==> config.mk <==
export PLATFORM = sky130hd
export DESIGN_NAME = i2c_regbank
export DESIGN_NICKNAME = d
export VERILOG_FILES = /design/src/rtl/i2crb_pkg.sv /design/src/rtl/i2crb_port.sv /design/src/rtl/i2crb_cfg.sv /design/src/rtl/i2c_regbank.sv
export SDC_FILE = /design/constraint.sdc
export NUM_CORES = 1
export LEC_CHECK = 0
export BUFFER_PORTS_ARGS = -buffer_cell sky130_fd_sc_hd__buf_2
export CAP_MARGIN = 20
export CELL_PAD_IN_SITES_DETAIL_PLACEMENT = 2
export CELL_PAD_IN_SITES_GLOBAL_PLACEMENT = 2
export CORE_ASPECT_RATIO = 0.8
export CORE_MARGIN = 2
export CORE_UTILIZATION = 35
export DETAILED_ROUTE_END_ITERATION = 16
export HOLD_SLACK_MARGIN = 0.03
export PLACE_DENSITY = 0.85
export SYNTH_ARGS = -nofsm -noshare
export SYNTH_HDL_FRONTEND = slang
export SYNTH_HIERARCHICAL = 1
export SYNTH_SLANG_ARGS = --single-unit
==> constraint.sdc <==
create_clock -name clk -period 7.17 [get_ports clk]
set_clock_uncertainty 0.15 [all_clocks]
set_input_delay 1.7925 -clock clk [delete_from_list [all_inputs] [get_ports clk]]
set_output_delay 1.7925 -clock clk [all_outputs]
set_load 0.03 [all_outputs]
==> src/rtl/i2crb_pkg.sv <==
// Shared constants and helpers for the I2C slave register bank.
// Assumes the register selectors are fixed by the transport's register map.
package i2crb_pkg;
    localparam int IDX_W = 3;
    localparam logic [7:0] RA_DATA  = 8'h80;
    localparam logic [7:0] RA_LEN   = 8'h81;
    localparam logic [7:0] RA_STATE = 8'h82;
    localparam logic [7:0] RA_ADDR  = 8'h83;
    localparam logic [7:0] RA_SCL   = 8'h84;
    localparam logic [7:0] RA_GUARD = 8'h85;
    localparam logic [7:0] RA_TMO   = 8'h86;
    localparam logic [7:0] RA_WARM  = 8'h88;
    localparam logic [7:0] RA_MODE  = 8'h89;
    localparam logic [31:0] SCL_MIN = 32'd50;

    // Readable byte count of a selector (0 = not readable here)
    function automatic logic [IDX_W-1:0] rd_bytes(input logic [7:0] a);
        case (a)
            RA_LEN, RA_MODE:                     return 3'd2;
            RA_STATE, RA_SCL, RA_GUARD, RA_TMO:  return 3'd4;
            default:                             return 3'd0;
        endcase
    endfunction

    // Writable byte count of a selector (0 = not writable here)
    function automatic logic [IDX_W-1:0] wr_bytes(input logic [7:0] a);
        case (a)
            RA_LEN, RA_ADDR, RA_MODE:    return 3'd2;
            RA_SCL, RA_GUARD, RA_TMO:    return 3'd4;
            RA_WARM:                     return 3'd1;
            default:                     return 3'd0;
        endcase
    endfunction

    function automatic logic mode_ok(input logic [2:0] m);
        return (m >= 3'd1) && (m <= 3'd4);
    endfunction

    function automatic logic [31:0] scl_top(input logic [2:0] m);
        case (m)
            3'd1:    return 32'd100;
            3'd4:    return 32'd1000;
            default: return 32'd400;
        endcase
    endfunction

    function automatic logic [31:0] scl_fit(input logic [31:0] v, input logic [2:0] m);
        if (v < SCL_MIN)    return SCL_MIN;
        if (v > scl_top(m)) return scl_top(m);
        return v;
    endfunction
endpackage

==> src/rtl/i2crb_port.sv <==
// Byte-stream front end: tracks the selected register and byte position,
// assembles writes MSB first and slices the read value into bytes.
// Assumes the engine never raises sel_vld together with wr_vld or rd_ack.
module i2crb_port
    import i2crb_pkg::*;
(
    input  logic             clk,
    input  logic             rst_n,
    input  logic             sel_vld,
    input  logic [7:0]       sel_addr,
    input  logic             wr_vld,
    input  logic [7:0]       wr_byte,
    input  logic             rd_ack,
    input  logic             flush,
    input  logic [31:0]      rd_val,
    output logic [7:0]       cur_addr,
    output logic             cur_ok,
    output logic             commit,
    output logic [31:0]      commit_val,
    output logic [7:0]       rd_byte
);
    localparam logic [IDX_W-1:0] IDX_MAX = '1;

    logic [IDX_W-1:0] idx_q;
    logic [23:0]      sh_q;
    logic [IDX_W-1:0] wr_w, rd_w, rd_left;
    logic [5:0]       shamt;
    logic [31:0]      shifted;

    // Selection, byte position and write assembly
    always_ff @(posedge clk) begin
        if (!rst_n || flush) begin
            cur_addr <= '0;
            cur_ok   <= 1'b0;
            idx_q    <= '0;
            sh_q     <= '0;
        end else if (sel_vld) begin
            cur_addr <= sel_addr;
            cur_ok   <= 1'b1;
            idx_q    <= '0;
            sh_q     <= '0;
        end else if (cur_ok && (wr_vld || rd_ack)) begin
            if (wr_vld) sh_q <= {sh_q[15:0], wr_byte};
            if (idx_q != IDX_MAX) idx_q <= idx_q + 1'b1;
        end
    end

    // Commit strobe when the last byte of a writable register arrives
    always_comb begin
        wr_w       = wr_bytes(cur_addr);
        commit     = cur_ok && !sel_vld && wr_vld && (wr_w != '0) && (idx_q == wr_w - 1'b1);
        commit_val = {sh_q, wr_byte};
    end

    // Read byte slicing, 0xFF outside the readable range
    always_comb begin
        rd_w    = rd_bytes(cur_addr);
        rd_left = rd_w - 1'b1 - idx_q;
        shamt   = {rd_left, 3'b000};
        shifted = rd_val >> shamt;
        rd_byte = (cur_ok && idx_q < rd_w) ? shifted[7:0] : 8'hFF;
    end


    sel_restart_chk: assert property (@(posedge clk) disable iff (!rst_n)
        (sel_vld && !flush) |=> (cur_ok && idx_q == '0));
endmodule

==> src/rtl/i2crb_cfg.sv <==
// Configuration storage: staged address/mode, persistent copies, clamped
// length and SCL, guard and timeout, and the warm-reset pulse.
// Assumes DEF_MODE is a valid mode code and MAX_LEN is at least 0x10.
module i2crb_cfg
    import i2crb_pkg::*;
#(
    parameter logic [15:0] MAX_LEN   = 16'h0400,
    parameter logic [6:0]  DEF_ADDR  = 7'h30,
    parameter logic [2:0]  DEF_MODE  = 3'd3,
    parameter logic [31:0] DEF_SCL   = 32'd400,
    parameter logic [31:0] GUARD_DEF = 32'd200,
    parameter logic [31:0] TMO_DEF   = 32'd20
) (
    input  logic        clk,
    input  logic        rst_n,
    input  logic        bus_start,
    input  logic        commit,
    input  logic [7:0]  commit_reg,
    input  logic [31:0] commit_val,
    output logic        warm_hit,
    output logic [6:0]  addr_o,
    output logic [2:0]  mode_o,
    output logic [31:0] scl_o,
    output logic [15:0] len_o,
    output logic [31:0] guard_o,
    output logic [31:0] tmo_o,
    output logic        warm_rst_o
);
    localparam logic [15:0] LEN_MIN = 16'h0010;

    logic [6:0] a_new, a_sh;
    logic       a_pend;
    logic [2:0] m_new, m_sh, mode_next;
    logic       m_pend;
    logic       c_len, c_addr, c_scl, c_guard, c_tmo, c_mode;

    // Decode of the committed register
    always_comb begin
        warm_hit  = commit && commit_reg == RA_WARM;
        c_len     = commit && commit_reg == RA_LEN;
        c_addr    = commit && commit_reg == RA_ADDR;
        c_scl     = commit && commit_reg == RA_SCL;
        c_guard   = commit && commit_reg == RA_GUARD;
        c_tmo     = commit && commit_reg == RA_TMO;
        c_mode    = commit && commit_reg == RA_MODE && mode_ok(commit_val[2:0]);
        mode_next = (bus_start && m_pend) ? m_new : mode_o;
    end

    // Slave address: staging, application on bus start, persistence
    always_ff @(posedge clk) begin
        if (!rst_n) begin
            addr_o <= DEF_ADDR; a_sh <= DEF_ADDR; a_new <= '0; a_pend <= 1'b0;
        end else if (warm_hit) begin
            addr_o <= a_sh; a_pend <= 1'b0;
        end else begin
            if (bus_start && a_pend) addr_o <= a_new;
            if (c_addr) begin
                a_new  <= commit_val[6:0];
                a_pend <= 1'b1;
                if (commit_val[15]) a_sh <= commit_val[6:0];
            end else if (bus_start) begin
                a_pend <= 1'b0;
            end
        end
    end

    // Bus-speed mode: staging, application on bus start, persistence
    always_ff @(posedge clk) begin
        if (!rst_n) begin
            mode_o <= DEF_MODE; m_sh <= DEF_MODE; m_new <= DEF_MODE; m_pend <= 1'b0;
        end else if (warm_hit) begin
            mode_o <= m_sh; m_pend <= 1'b0;
        end else begin
            mode_o <= mode_next;
            if (c_mode) begin
                m_new  <= commit_val[2:0];
                m_pend <= 1'b1;
                if (commit_val[15]) m_sh <= commit_val[2:0];
            end else if (bus_start) begin
                m_pend <= 1'b0;
            end
        end
    end

    // SCL ceiling kept inside the limits of the mode in force
    always_ff @(posedge clk) begin
        if (!rst_n)                   scl_o <= DEF_SCL;
        else if (warm_hit)            scl_o <= scl_fit(DEF_SCL, m_sh);
        else if (c_scl)               scl_o <= scl_fit(commit_val, mode_next);
        else if (bus_start && m_pend) scl_o <= scl_fit(scl_o, mode_next);
    end

    // Length, guard and timeout registers
    always_ff @(posedge clk) begin
        if (!rst_n || warm_hit) begin
            len_o <= MAX_LEN; guard_o <= GUARD_DEF; tmo_o <= TMO_DEF;
        end else begin
            if (c_len) begin
                if (commit_val[15:0] < LEN_MIN)      len_o <= LEN_MIN;
                else if (commit_val[15:0] > MAX_LEN) len_o <= MAX_LEN;
                else                                 len_o <= commit_val[15:0];
            end
            if (c_guard) guard_o <= commit_val;
            if (c_tmo)   tmo_o   <= commit_val;
        end
    end

    // Warm-reset pulse, one cycle after the triggering byte
    always_ff @(posedge clk) begin
        if (!rst_n) warm_rst_o <= 1'b0;
        else        warm_rst_o <= warm_hit;
    end


    len_range_chk: assert property (@(posedge clk) disable iff (!rst_n)
        (len_o >= LEN_MIN) && (len_o <= MAX_LEN));

    scl_range_chk: assert property (@(posedge clk) disable iff (!rst_n)
        (scl_o >= SCL_MIN) && (scl_o <= scl_top(mode_o)));

    mode_valid_chk: assert property (@(posedge clk) disable iff (!rst_n)
        mode_ok(mode_o));

    addr_hold_chk: assert property (@(posedge clk) disable iff (!rst_n)
        !$stable(addr_o) |-> $past(bus_start || warm_hit));

    warm_pulse_chk: assert property (@(posedge clk) disable iff (!rst_n)
        warm_rst_o |=> !warm_rst_o);
endmodule

==> src/rtl/i2c_regbank.sv <==
// Top of the I2C slave control register bank: joins the byte-stream front
// end to the configuration store and builds the read value per selector.
// Assumes the I2C engine and payload buffer live outside this block.
module i2c_regbank
    import i2crb_pkg::*;
#(
    parameter logic [15:0] MAX_LEN   = 16'h0400,
    parameter logic [6:0]  DEF_ADDR  = 7'h30,
    parameter logic [3:0]  CAPS      = 4'b1011,
    parameter logic [31:0] GUARD_DEF = 32'd200,
    parameter logic [31:0] TMO_DEF   = 32'd20
) (
    input  logic        clk,
    input  logic        rst_n,
    input  logic        bus_start_i,
    input  logic        sel_vld_i,
    input  logic [7:0]  sel_addr_i,
    input  logic        wr_vld_i,
    input  logic [7:0]  wr_byte_i,
    input  logic        rd_ack_i,
    input  logic        busy_i,
    input  logic        resp_rdy_i,
    input  logic [15:0] resp_len_i,
    output logic [7:0]  rd_byte_o,
    output logic        data_sel_o,
    output logic [6:0]  slave_addr_o,
    output logic [2:0]  bus_mode_o,
    output logic        warm_rst_o
);
    logic [7:0]  cur_addr;
    logic        cur_ok, commit, warm_hit;
    logic [31:0] commit_val, rd_val, scl, guard, tmo;
    logic [15:0] len;

    i2crb_port u_port (
        .clk(clk), .rst_n(rst_n),
        .sel_vld(sel_vld_i), .sel_addr(sel_addr_i),
        .wr_vld(wr_vld_i), .wr_byte(wr_byte_i), .rd_ack(rd_ack_i),
        .flush(warm_hit), .rd_val(rd_val),
        .cur_addr(cur_addr), .cur_ok(cur_ok),
        .commit(commit), .commit_val(commit_val), .rd_byte(rd_byte_o)
    );

    i2crb_cfg #(
        .MAX_LEN(MAX_LEN), .DEF_ADDR(DEF_ADDR),
        .GUARD_DEF(GUARD_DEF), .TMO_DEF(TMO_DEF)
    ) u_cfg (
        .clk(clk), .rst_n(rst_n), .bus_start(bus_start_i),
        .commit(commit), .commit_reg(cur_addr), .commit_val(commit_val),
        .warm_hit(warm_hit), .addr_o(slave_addr_o), .mode_o(bus_mode_o),
        .scl_o(scl), .len_o(len), .guard_o(guard), .tmo_o(tmo),
        .warm_rst_o(warm_rst_o)
    );

    // Read value of the selected register
    always_comb begin
        case (cur_addr)
            RA_LEN:   rd_val = {16'h0000, len};
            RA_STATE: rd_val = {busy_i, resp_rdy_i, 2'b00, CAPS, 8'h00, resp_len_i};
            RA_SCL:   rd_val = scl;
            RA_GUARD: rd_val = guard;
            RA_TMO:   rd_val = tmo;
            RA_MODE:  rd_val = {29'd0, bus_mode_o};
            default:  rd_val = 32'hFFFF_FFFF;
        endcase
        data_sel_o = cur_ok && (cur_addr == RA_DATA);
    end


    data_sel_chk: assert property (@(posedge clk) disable iff (!rst_n)
        data_sel_o |-> (rd_byte_o == 8'hFF));
endmodule

==> results of run 1 <==
==> cell families (layout without fill, tap and decap cells) <==
family	after synthesis	count (layout)	share of synthesized area, %
AND/OR/NAND/NOR	424	424	21.7
flip-flops	181	181	39.7
adder cells (fa/ha/maj)	20	20	2.82
buffers and inverters	115	135	5.81
AO/OA/AOI/OAI	239	239	17.5
XOR/XNOR	5	5	0.480
multiplexers	99	99	12.0
==> metrics by stage <==
stage / cells / util, % / hold slack (ns) / worst slack (ns)
3_3_place_gp: 1422 / 37.6 / 0.292 / 1.15
2_1_floorplan: 1083 / - / 0.283 / 2.16
4_1_cts: 1454 / 40.0 / 0.311 / 1.37
3_5_place_dp: 1422 / 37.6 / 0.300 / 0.888
6_report: 1454 / 40.0 / 0.311 / 1.28
5_1_grt: 1454 / 40.0 / 0.331 / 0.918
==> how the worst max path moves through the flow <==
| stage | start | end | cells past startpoint |
|---|---|---|---|
| 2_1_floorplan | bus_start_i | u_cfg/scl_o[7] | 12 |
| 3_3_place_gp | bus_start_i | u_cfg/scl_o[8] | 14 |
| 3_5_place_dp | bus_start_i | u_cfg/scl_o[7] | 15 |
| 4_1_cts | bus_start_i | u_cfg/scl_o[7] | 15 |
| 5_1_grt | bus_start_i | u_cfg/scl_o[7] | 15 |
| 6_report | bus_start_i | u_cfg/scl_o[7] | 15 |
==> power breakdown <==
part / switching, W / leakage, nW / total (W) / internal [W]
Sequential: 0.0000149 / 1.46 / 0.00102 / 0.00101
Clock: 0.000449 / 0.291 / 0.000983 / 0.000534
Combinational: 0.000102 / 2.21 / 0.000146 / 0.0000447
Total: 0.000566 / 3.96 / 0.00215 / 0.00159
==> worst max-delay path, cell delays in order <==
cell and delay (ns):
buf_2 0.25, nand2_1 0.26, mux2i_1 0.51, nand2_1 0.30, inv_2 0.17, nor2_1 0.05
buf_4 0.18, ha_1 0.18, a211oi_1 0.30, o21ai_0 0.14, nand3b_1 0.22, a211o_1 0.40
a211oi_2 0.71, nor2_1 0.17, a2111o_1 0.43
==> state kept, by name, indices dropped and copies added (netlist names) <==
register          flops
u_cfg/a_sh            7
u_cfg/a_pend          1
u_port/idx_q          3
u_cfg/guard_o        32
u_cfg/m_new           3
u_cfg/warm_rst_o      1
u_cfg/a_new           7
u_cfg/mode_o          3
u_cfg/tmo_o          32
u_port/sh_q          24
u_cfg/len_o          16
u_cfg/scl_o          32
u_cfg/m_sh            3
u_port/cur_ok         1
u_port/cur_addr       8
u_cfg/m_pend          1
u_cfg/addr_o          7
==> area by class of cell <==
type	count	area [um^2]
Clock buffer	18	439
Timing Repair Buffer	75	415
Multi-Input combinational cell	787	4990
Inverter	28	105
Clock inverter	14	161
Fill cell	2840	15300
Tap cell	351	439
Sequential cell	181	3630
==> placed cells by master (no fill, tap or decap), types with 16 or more instances in the layout <==
cell and n:
nand2_1 173, mux2i_1 87, buf_2 59, a21oi_1 101, nor2_1 119, a22o_1 16, nand3_1 26, buf_4 16
inv_1 26, o21ai_0 37, and2_1 26, dfxtp_1 179, clkbuf_16 17, ha_1 19
==> per-layer routing <==
layer | part of all wire, % | up-vias | track usage (%)
met3 | 5.7 | 28 | 5.02
met4 | 1.2 | 0 | 5.96
li1 | - | 3810 | -
met1 | 47 | 4300 | 35.5
met5 | 0 | - | 0
met2 | 46 | 250 | 42.2
==> metrics.md, run 1 <==
| Metric | Value |
|---|---|
| Routed Antenna Nets | `0` |
| Minimum clock period after layout | `5.89 ns` |
| Worst flop-to-flop path startpoint | `u_port/cur_addr[0]` |
| F_max | `170 MHz` |
| Top cells by area, synth | `dfxtp_1 40%, mux2i_1 9.5%, nand2_1 7.2%, a21oi_1 5.5%, nor2_1 4.9%` |
| Nets | `1150` |
| Antenna violations before repair | `0` |
| Final Hold Viols | `0` |
| WL/cell | `24.0 um` |
| Top_reg_cell synth | `dfxtp_1` |
| IO Port Bufs | `59` |
| TritonCTS buffer count | `17` |
| Synthesized cell area | `roughly 0.0091 mm^2` |
| Initial core utilization | `35.9%` |
| Crit Path Class | `in2reg` |
| Register area share after synthesis | `39.7%` |
| Hold Path Class | `reg2reg` |
| Setup slack on the worst flop-to-flop path | `1.49 ns` |
| Drt first pass iters | `5` |
| Clk sinks | `181` |
| Async set-reset flop share out of synthesis | `0%` |
| Max cap viols | `0` |
| Final setup viols | `0` |
| Number of distinct library cells after synthesis | `73` |
| IO Pins | `60` |
| Tot Pwr | `between 0.002 and 0.0025 W` |
| Area growth, synth to finish | `11.4%` |
| Post-synth top area cell | `dfxtp_1` |
| Fin crit share | `between 80 and 90%` |
| Post-route cell area | `0.0102 mm^2` |
| Setup Fix Bufs, Post-CTS | `0` |
| Overall Global Routing Usage | `between 20% and 30%` |
| Largest net degree at the start of global routing | `72` |
| Worst EP arrival | `around 6.1 ns` |
| Die extent in x | `roughly 180 um` |
| Hold path depth | `2` |
| Reg clk slew, reported paths | `0.07 ns` |
| Yosys top cell area share | `39.7%` |
| Hold path startpoint | `u_cfg/guard_o[4]` |
| Total Wirelength | `about 35000 um` |
| # DRC | `0` |
| Post-synth EDFFs | `0` |
| Status | `finished, final reports clean` |
| Power Density | `around 210 mW/mm^2` |
| Crit path capture type | `flop` |
| Vias in the first global route | `8854` |
| Yosys reg bits | `181` |
| CORE AREA | `about 0.025 mm^2` |
| Hold path endpoint | `u_cfg/guard_o[4]` |
| Syn avg cell area | `8.43 um^2` |
| First-pass GRT wire length | `53500 um` |
| Via count | `8388` |
| Htree depth | `4` |
| Gate Count Post-Synth | `around 1100` |
| CTS Hold Bufs | `0` |
| Clock Latency Late Sink | `around 0.44 ns` |
| Routed vias/inst | `5.77` |
| RSZ-0062 raised after global routing | `no` |
| Layout cell share with drive strength beyond 1 | `14.1%` |
| TritonCTS clock tree | `yes` |
| Worst R2R End | `u_cfg/scl_o[4]` |
| HPWL Detailed | `23800 um` |
| Ant. Diodes | `0` |
| Reg2Reg Depth | `13` |
| Die Height | `between 100 and 150 um` |
| Static leakage | `~4.0 nW` |
| Final count of pins violating max slew | `0` |
| Worst-Margin Slew | `approximately 1.1 ns` |
| CTS max path bufs | `2` |
| Post-cts repair resize count | `0` |
| Peak supply drop | `around 150 uV` |
| Synth Net Count | `1143` |
| Crit-path max FO | `13` |
| Most frequent cell after synthesis | `dfxtp_1` |
| Clock Tree Root | `clkbuf_16` |
| Dpl cell area | `0.00957 mm^2` |
| Synthesis Warnings | `6` |
| Critical path startpoint category | `input port` |
| Setup TNS | `0 ns` |
| Commonest cells post-synth | `181 x dfxtp_1, 174 x nand2_1, 119 x nor2_1` |
| GPL Wtd Cong | `around 0.93` |
| Starting DRT DRC Count | `686` |
| Row count | `52` |
| Worst Path Required | `7.34 ns` |
| Global route overflow | `0` |
| Rel. slew slack | `26.9%` |
| Die footprint | `0.0274 mm^2` |
Note: power is estimated with default switching activity, not from simulation.
==> inputs of run 2 (changes only) <==
CORE_UTILIZATION = 34   (was 35)
PLACE_DENSITY = 0.86   (was 0.85)
clock period = 5.2 ns   (was 7.17 ns; I/O delays follow)
==> metrics.md, run 2 (synthesis results as in run 1) <==
| Metric | Value |
|---|---|
| Layout cell share with drive strength beyond 1 | `14.7% (+0.61 points)` |
| Fin crit share | `a little over nine tenths` |
| Power Density | `292 mW/mm^2 (+38%)` |
| Worst Path Required | `3.75 ns (-3.59 ns)` |
| Sw Ratio | `28.4% (+2.1 points)` |
| First-pass GRT wire length | `57400 um (+7.2%)` |
| Minimum clock period after layout | `5.02 ns` |
| Buffers plus inverters on the worst setup path | `4 (+1)` |
| Setup TNS | `0 ns (unchanged)` |
| Final count of pins violating max slew | `0 (unchanged)` |
| Global route overflow | `0 (unchanged)` |
| GPL Wtd Cong | `0.888 (-5.0%)` |
| CORE AREA | `0.0263 mm^2 (+3.5%)` |
| Overall Global Routing Usage | `27.0% (+1.1 points)` |
| Commonest non-fill, non-tap cell in the layout | `dfxtp_1` |
| CP delay by family, top | `buffers and inverters` |
| Critical path startpoint category | `flop` |
| Die footprint | `0.0282 mm^2 (+2.9%)` |
| Nets | `1159 (+0.78%)` |
| Worst-Margin Slew | `1.09 ns (-0.000693 ns)` |
| Largest net degree at the start of global routing | `45 (-38%)` |
| F_max | `~200 MHz` |
| # DRC | `0 (unchanged)` |
| Final Hold Viols | `0 (unchanged)` |
| Routed Antenna Nets | `0 (unchanged)` |
| Rel. slew slack | `26.9% (-0.046 points)` |
| Cell mode on critical path | `buf_4` |
| CTS max path bufs | `2 (unchanged)` |
| Max cap viols | `0 (unchanged)` |
| Starting DRT DRC Count | `878 (+28%)` |
| Initial core utilization | `34.7% (-1.2 points)` |
| Hold Path Class | `reg2reg` |
| Vias in the first global route | `9154 (+3.4%)` |
| RSZ-0062 raised after global routing | `no` |
| Antenna violations before repair | `0 (unchanged)` |
| Crit path capture type | `primary output` |
| Via count | `8668 (+3.3%)` |
| IO Pins | `60 (unchanged)` |
| Die extent in x | `187 um (+1.4%)` |
| Sequential Power Share | `47.0% (-0.5 points)` |
| Worst EP arrival | `3.57 ns (-2.49 ns)` |
| Clock network fraction of total power | `45.9% (+0.2 points)` |
| IO Port Bufs | `59 (unchanged)` |
| Clock Latency Late Sink | `0.45 ns (about the same)` |
| Die Height | `151 um (+1.4%)` |
| Final setup viols | `0 (unchanged)` |
| Clock Tree Root | `clkbuf_16` |
| Area growth, synth to finish | `12.5%` |
| Ant. Diodes | `0 (unchanged)` |
| Critical Path Max Stage Delay | `0.76 ns (+0.05 ns)` |
| Row count | `53 (+1.9%)` |
| Static leakage | `4.00 nW (+1.0%)` |
| HPWL Detailed | `24600 um (+3.3%)` |
| Non-filler cells, final | `1469 (+1.0%)` |
| Crit Path Class | `reg2out` |
| Routed vias/inst | `5.90 (+2.3%)` |
| Crit-path max FO | `28 (+15)` |
| Reg clk slew, reported paths | `0.08 ns (about the same)` |
| Highest-count cells in the layout ignoring fill and taps | `179 x dfxtp_1, 173 x nand2_1, 119 x nor2_1` |
| Drt first pass iters | `5 (unchanged)` |
| Htree depth | `4 (unchanged)` |
| Post-placement cell count | `1435 (+0.91%)` |
| Tot Pwr | `0.00300 W (+39%)` |
| Clk sinks | `181 (unchanged)` |
| TritonCTS clock tree | `yes` |
| Crit path cell chain | `buf_4 > nor2b_1 > buf_4 > a22o_1 > a22oi_1 > o211ai_1 > mux4_2 > inv_1 > o21ai_0 > buf_2` |
| Status | `finished, final reports clean` |
| WL/cell | `25.7 um (+6.9%)` |
| Peak supply drop | `196 uV (+31%)` |
| Setup Fix Bufs, Post-CTS | `0 (unchanged)` |
| Slowest-stage cell, CP | `dfxtp_2` |
| Largest regs | `u_cfg/guard_o: 32 flops, u_cfg/scl_o: 32 flops, u_cfg/tmo_o: 32 flops` |
| Logic pwr share | `7.0% (+0.2 points)` |
| Total Wirelength | `37700 um (+8.0%)` |
| Net Switching | `0.000852 W (+50%)` |
| TritonCTS buffer count | `17 (unchanged)` |
| P_int | `0.00215 W (+35%)` |
## run 2: cell count changes in the layout (fill, tap and decap cells not counted), sizes merged
cell	previous run	this run
nor2b	6	7
clkbuf	18	17
clkinvlp	2	1
buf	75	83
inv	35	33
bufinv	2	1
clkinv	3	8
## run 2: power groups by stage
stage	clock network (W)	registers, W	logic (W)
2_1_floorplan	0	0.00143	0.000131
3_3_place_gp	0	0.00144	0.000193
3_5_place_dp	0	0.00144	0.000199
4_1_cts	0.00139	0.00141	0.000204
5_1_grt	0.00144	0.00141	0.000221
6_report	0.00138	0.00141	0.000211
## run 2: timing repair
| item | CTS | global route |
|---|---|---|
| resized for setup | 0 | 1 |
| hold buffers | 0 | 0 |
| setup endpoints to repair | 0 | 1 |
## run 2: final cells by class
| cell class | instances | area (um^2) |
|---|---|---|
| Tap cell | 357 | 447 |
| Multi-Input combinational cell | 788 | 5010 |
| Sequential cell | 181 | 3630 |
| Fill cell | 2931 | 16100 |
| Clock buffer | 17 | 425 |
| Clock inverter | 15 | 188 |
| Inverter | 28 | 105 |
| Timing Repair Buffer | 83 | 475 |
## run 2: tightest hold or removal path, cell delays in order (launching register included)
cell	delay, ns
dfxtp_1	0.32
nand2_1	0.05
a21oi_1	0.05
## run 2: per-stage QoR
step,cell area [um^2],util (%),setup WS (ns),hold slack [ns]
after global placement,9630,36.6,0.289,0.289
after CTS,10200,38.9,0.125,0.317
after global routing,10300,39.0,0.0321,0.333
final,10300,39.0,0.179,0.316
after floorplan,9130,-,0.681,0.283
after detailed placement,9630,36.6,0.130,0.300
## run 2: worst paths after layout
check / start / endpoint / slack, ns / depth (start not counted)
worst max-delay path: u_port/cur_addr[1] / rd_byte_o[2] / 0.18 / 10
worst min-delay path: u_cfg/a_sh[0] / u_cfg/a_sh[0] / 0.32 / 2
worst max register to register: u_port/cur_addr[4] / u_cfg/scl_o[9] / 0.20 / 13
worst min register to register: u_cfg/a_sh[0] / u_cfg/a_sh[0] / 0.32 / 2
## run 2: layer usage
metal / up-vias / part of all wire, % / track usage (%)
li1: 3838 / - / -
met1: 4493 / 47 / 36.5
met2: 276 / 46 / 44.0
met3: 61 / 5.4 / 4.20
met4: 0 / 2.3 / 9.37
met5: - / 0 / 0
==> inputs of run 3 (changes only) <==
CORE_UTILIZATION = 33   (was 34)
PLACE_DENSITY = 0.85   (was 0.86)
SYNTH_HIERARCHICAL = not set   (was 1)
==> metrics.md, run 3 <==
| Metric | Value |
|---|---|
| Routed vias/inst | `5.90 (about the same)` |
| Commonest non-fill, non-tap cell in the layout | `nand2_1` |
| Top cells by area, synth | `dfxtp_1 43%, nand2_1 11%, a21oi_1 7.4%, mux2i_1 3.7%, ha_1 3.1%` |
| Die Height | `146 um (-2.8%)` |
| Post-synthesis adder-cell area fraction | `3.14% (+0.32 points)` |
| GPL Wtd Cong | `0.837 (-5.7%)` |
| Post-synthesis xor/xnor area fraction | `0.628% (+0.15 points)` |
| Global route overflow | `0 (unchanged)` |
| Peak supply drop | `257 uV (+31%)` |
| Crit Path Class | `reg2out` |
| Highest-count cells in the layout ignoring fill and taps | `252 x nand2_1, 181 x dfxtp_1, 123 x a21oi_1` |
| # DRC | `0 (unchanged)` |
| Crit-path max FO | `15 (-46%)` |
| Reg2Reg Depth | `13 (unchanged)` |
| Reg clk slew, reported paths | `0.08 ns (about the same)` |
| Syn avg cell area | `8.23 um^2 (-2.4%)` |
| Overall Global Routing Usage | `25.6% (-1.4 points)` |
| Initial core utilization | `33.3% (-1.4 points)` |
| RSZ-0062 raised after global routing | `no` |
| Worst R2R End | `u_cfg.scl_o[6]` |
| F_max | `198 MHz (-0.77%)` |
| HPWL Detailed | `22900 um (-6.8%)` |
| Area growth, synth to finish | `14.4%` |
| Synthesized cell area | `0.00836 mm^2 (-8.4%)` |
| WL/cell | `24.4 um (-5.1%)` |
| Tot Pwr | `0.00299 W (-0.32%)` |
| IO Pins | `60 (unchanged)` |
| Worst EP arrival | `3.61 ns (+0.04 ns)` |
| Power Density | `312 mW/mm^2 (+7.0%)` |
| Dpl cell area | `0.00893 mm^2 (-7.3%)` |
| Async set-reset flop share out of synthesis | `0% (unchanged)` |
| Top_reg_cell synth | `dfxtp_1` |
| Routed length on met2 | `15700 um (-8.9%)` |
| Rel. slew slack | `43.3% (+16 points)` |
| Routed Antenna Nets | `0 (unchanged)` |
| Clock Latency Late Sink | `0.46 ns (about the same)` |
| Die footprint | `0.0266 mm^2 (-5.5%)` |
| Static leakage | `3.59 nW (-10%)` |
| Minimum clock period after layout | `5.06 ns (+0.0388 ns)` |
| Total Wirelength | `33500 um (-11%)` |
| Fillers | `2878 (-1.8%)` |
| Register area share after synthesis | `43.3% (+3.6 points)` |
| Clock Tree Root | `clkbuf_16` |
| Status | `finished, final reports clean` |
| CTS max path bufs | `2 (unchanged)` |
| Starting DRT DRC Count | `792 (-9.8%)` |
| Setup Fix Bufs, Post-CTS | `0 (unchanged)` |
| Synthesis Warnings | `0 (-6)` |
| CORE AREA | `0.0251 mm^2 (-4.6%)` |
| Clk sinks | `181 (unchanged)` |
| Ant. Diodes | `0 (unchanged)` |
| Post-placement cell count | `1345 (-6.3%)` |
| Antenna violations before repair | `0 (unchanged)` |
| Post-synth EDFFs | `0 (unchanged)` |
| Die extent in x | `182 um (-2.8%)` |
| Hold path depth | `2 (unchanged)` |
| Slowest-stage cell, CP | `a222oi_1` |
| Row count | `52 (-1.9%)` |
| Commonest cells post-synth | `252 x nand2_1, 181 x dfxtp_1, 123 x a21oi_1` |
| Mux contribution to synthesized area | `4.28% (-7.7 points)` |
| Drt first pass iters | `6 (+1)` |
| Main combinational cell family by area after synthesis | `simple AND/OR/NAND/NOR gates` |
| Setup TNS | `0 ns (unchanged)` |
| Non-filler cells, final | `1377 (-6.3%)` |
| Highest routed layer | `met4` |
| Routed met1 length | `15200 um (-13%)` |
| Vias in the first global route | `8704 (-4.9%)` |
| First-pass GRT wire length | `51900 um (-9.5%)` |
| Final Hold Viols | `0 (unchanged)` |
| Synth Net Count | `1077 (-5.8%)` |
| Final setup viols | `0 (unchanged)` |
| Crit path cell chain | `nor2_1 > and3_2 > nor2b_1 > buf_4 > a222oi_1 > a31oi_1 > a32oi_1 > a21oi_1 > buf_2` |
| Hold Path Class | `reg2reg` |
| Most frequent cell after synthesis | `nand2_1` |
| Worst-Margin Slew | `0.843 ns (-0.250 ns)` |
| Max cap viols | `0 (unchanged)` |
| Hold path endpoint | `u_cfg.guard_o[27]` |
| Fin crit share | `97.3% (+0.75 points)` |
| Post-Synth Simple-Gate Area | `24.8% (+3.1 points)` |
| Final count of pins violating max slew | `0 (unchanged)` |
| Largest net degree at the start of global routing | `57 (+27%)` |
| Synth Area in Compound Gates | `19.0% (+1.5 points)` |
| Routed wl met3 | `2050 um (+1.7%)` |
| Critical Path Max Stage Delay | `0.68 ns (-0.08 ns)` |
| Post-synth top area cell | `dfxtp_1` |
| Setup slack on the worst flop-to-flop path | `0.59 ns (+0.39 ns)` |
| Yosys reg bits | `181 (unchanged)` |
| Critical path startpoint category | `flop` |
| Number of distinct library cells after synthesis | `78 (+6.8%)` |
| Yosys top cell area share | `43.3% (+3.6 points)` |
| IO Port Bufs | `59 (unchanged)` |
| TritonCTS buffer count | `17 (unchanged)` |
| Largest regs | `u_cfg.guard_o: 32 flops, u_cfg.scl_o: 32 flops, u_cfg.tmo_o: 32 flops` |
| Crit path capture type | `primary output` |
| Worst Path Required | `3.75 ns (about the same)` |
| Nets | `1101 (-5.0%)` |
| Via count | `8126 (-6.3%)` |
| Post-route cell area | `0.00957 mm^2 (-6.8%)` |
| Gate Count Post-Synth | `1016 (-6.2%)` |
| TritonCTS clock tree | `yes` |
| Hold path startpoint | `u_cfg.guard_o[27]` |
| Layout cell share with drive strength beyond 1 | `14.2% (-0.51 points)` |
| Worst flop-to-flop path startpoint | `u_port.cur_addr[4]` |
| Htree depth | `4 (unchanged)` |
| Post-layout util | `38.1% (-0.92 points)` |
## run 3: changes by cell type after synthesis, sizes merged, moves of 18 or more
cell    change
a21oi      +23
nor2       -65
and2       -22
mux2i      -55
nand2      +77
and3       +29
o211ai     -18
a222oi     +26
o21ai      -28
## run 3: worst max-delay path by stage
stage / endpoint / from / slack [ns]
after CTS: rd_byte_o[4] / u_port.cur_addr[4] / 0.02
after global placement: u_cfg.scl_o[9] / bus_start_i / 0.26
after global routing: rd_byte_o[7] / u_port.cur_addr[1] / 0.03
after floorplan: rd_byte_o[0] / u_port.cur_addr[4] / 0.97
after detailed placement: u_cfg.scl_o[6] / bus_start_i / 0.09
final: rd_byte_o[7] / u_port.cur_addr[1] / 0.14
## run 3: cells by family after synthesis
group	Yosys count
compound gates	240
xor+xnor	6
fa+ha+maj	21
buf+inv	95
flops	181
mux	35
simple gates	438
## run 3: layout make-up
cell class / instances / area, um^2 / share of cell area, %
tap: 324 / 405 / 4.24
clock inverter: 15 / 200 / 2.09
inverter: 16 / 60.1 / 0.628
sequential: 181 / 3620 / 37.9
clock buffer: 17 / 425 / 4.45
multi-input combinational: 740 / 4360 / 45.6
timing repair buffer: 84 / 495 / 5.18
## run 3: what timing repair did
item	4_1_cts	5_1_grt
endpoints found under the setup margin	2	5
hold buffers	0	0
pin swaps	0	1
gates resized for setup	2	3
## run 3: report_power, final
part           internal [W]  switching (W)
sequential          0.00139      0.0000147
combinational     0.0000460       0.000108
clock              0.000809       0.000619
## run 3: worst max-delay path: cells and delay by family (launching register included)
family                 cells  cell delay (ns)
buffers and inverters      2             0.42
AOI/OAI and AO/OA          4             1.40
DFF                        1             0.61
and+or+nand+nor            3             0.71
## run 3: metrics by stage
step	worst slack (ns)	hold WS, ns
after floorplan	0.968	0.279
after detailed placement	0.0910	0.303
after CTS	0.0242	0.312
after global routing	0.0330	0.335
final	0.140	0.310
after global placement	0.263	0.289
## run 3: per-layer routing
layer  global-route usage, %  vias up
li1                        -     3662
met4                    7.66        0
met2                    41.7      260
met1                    34.4     4162
met3                    5.14       42
met5                       0        -
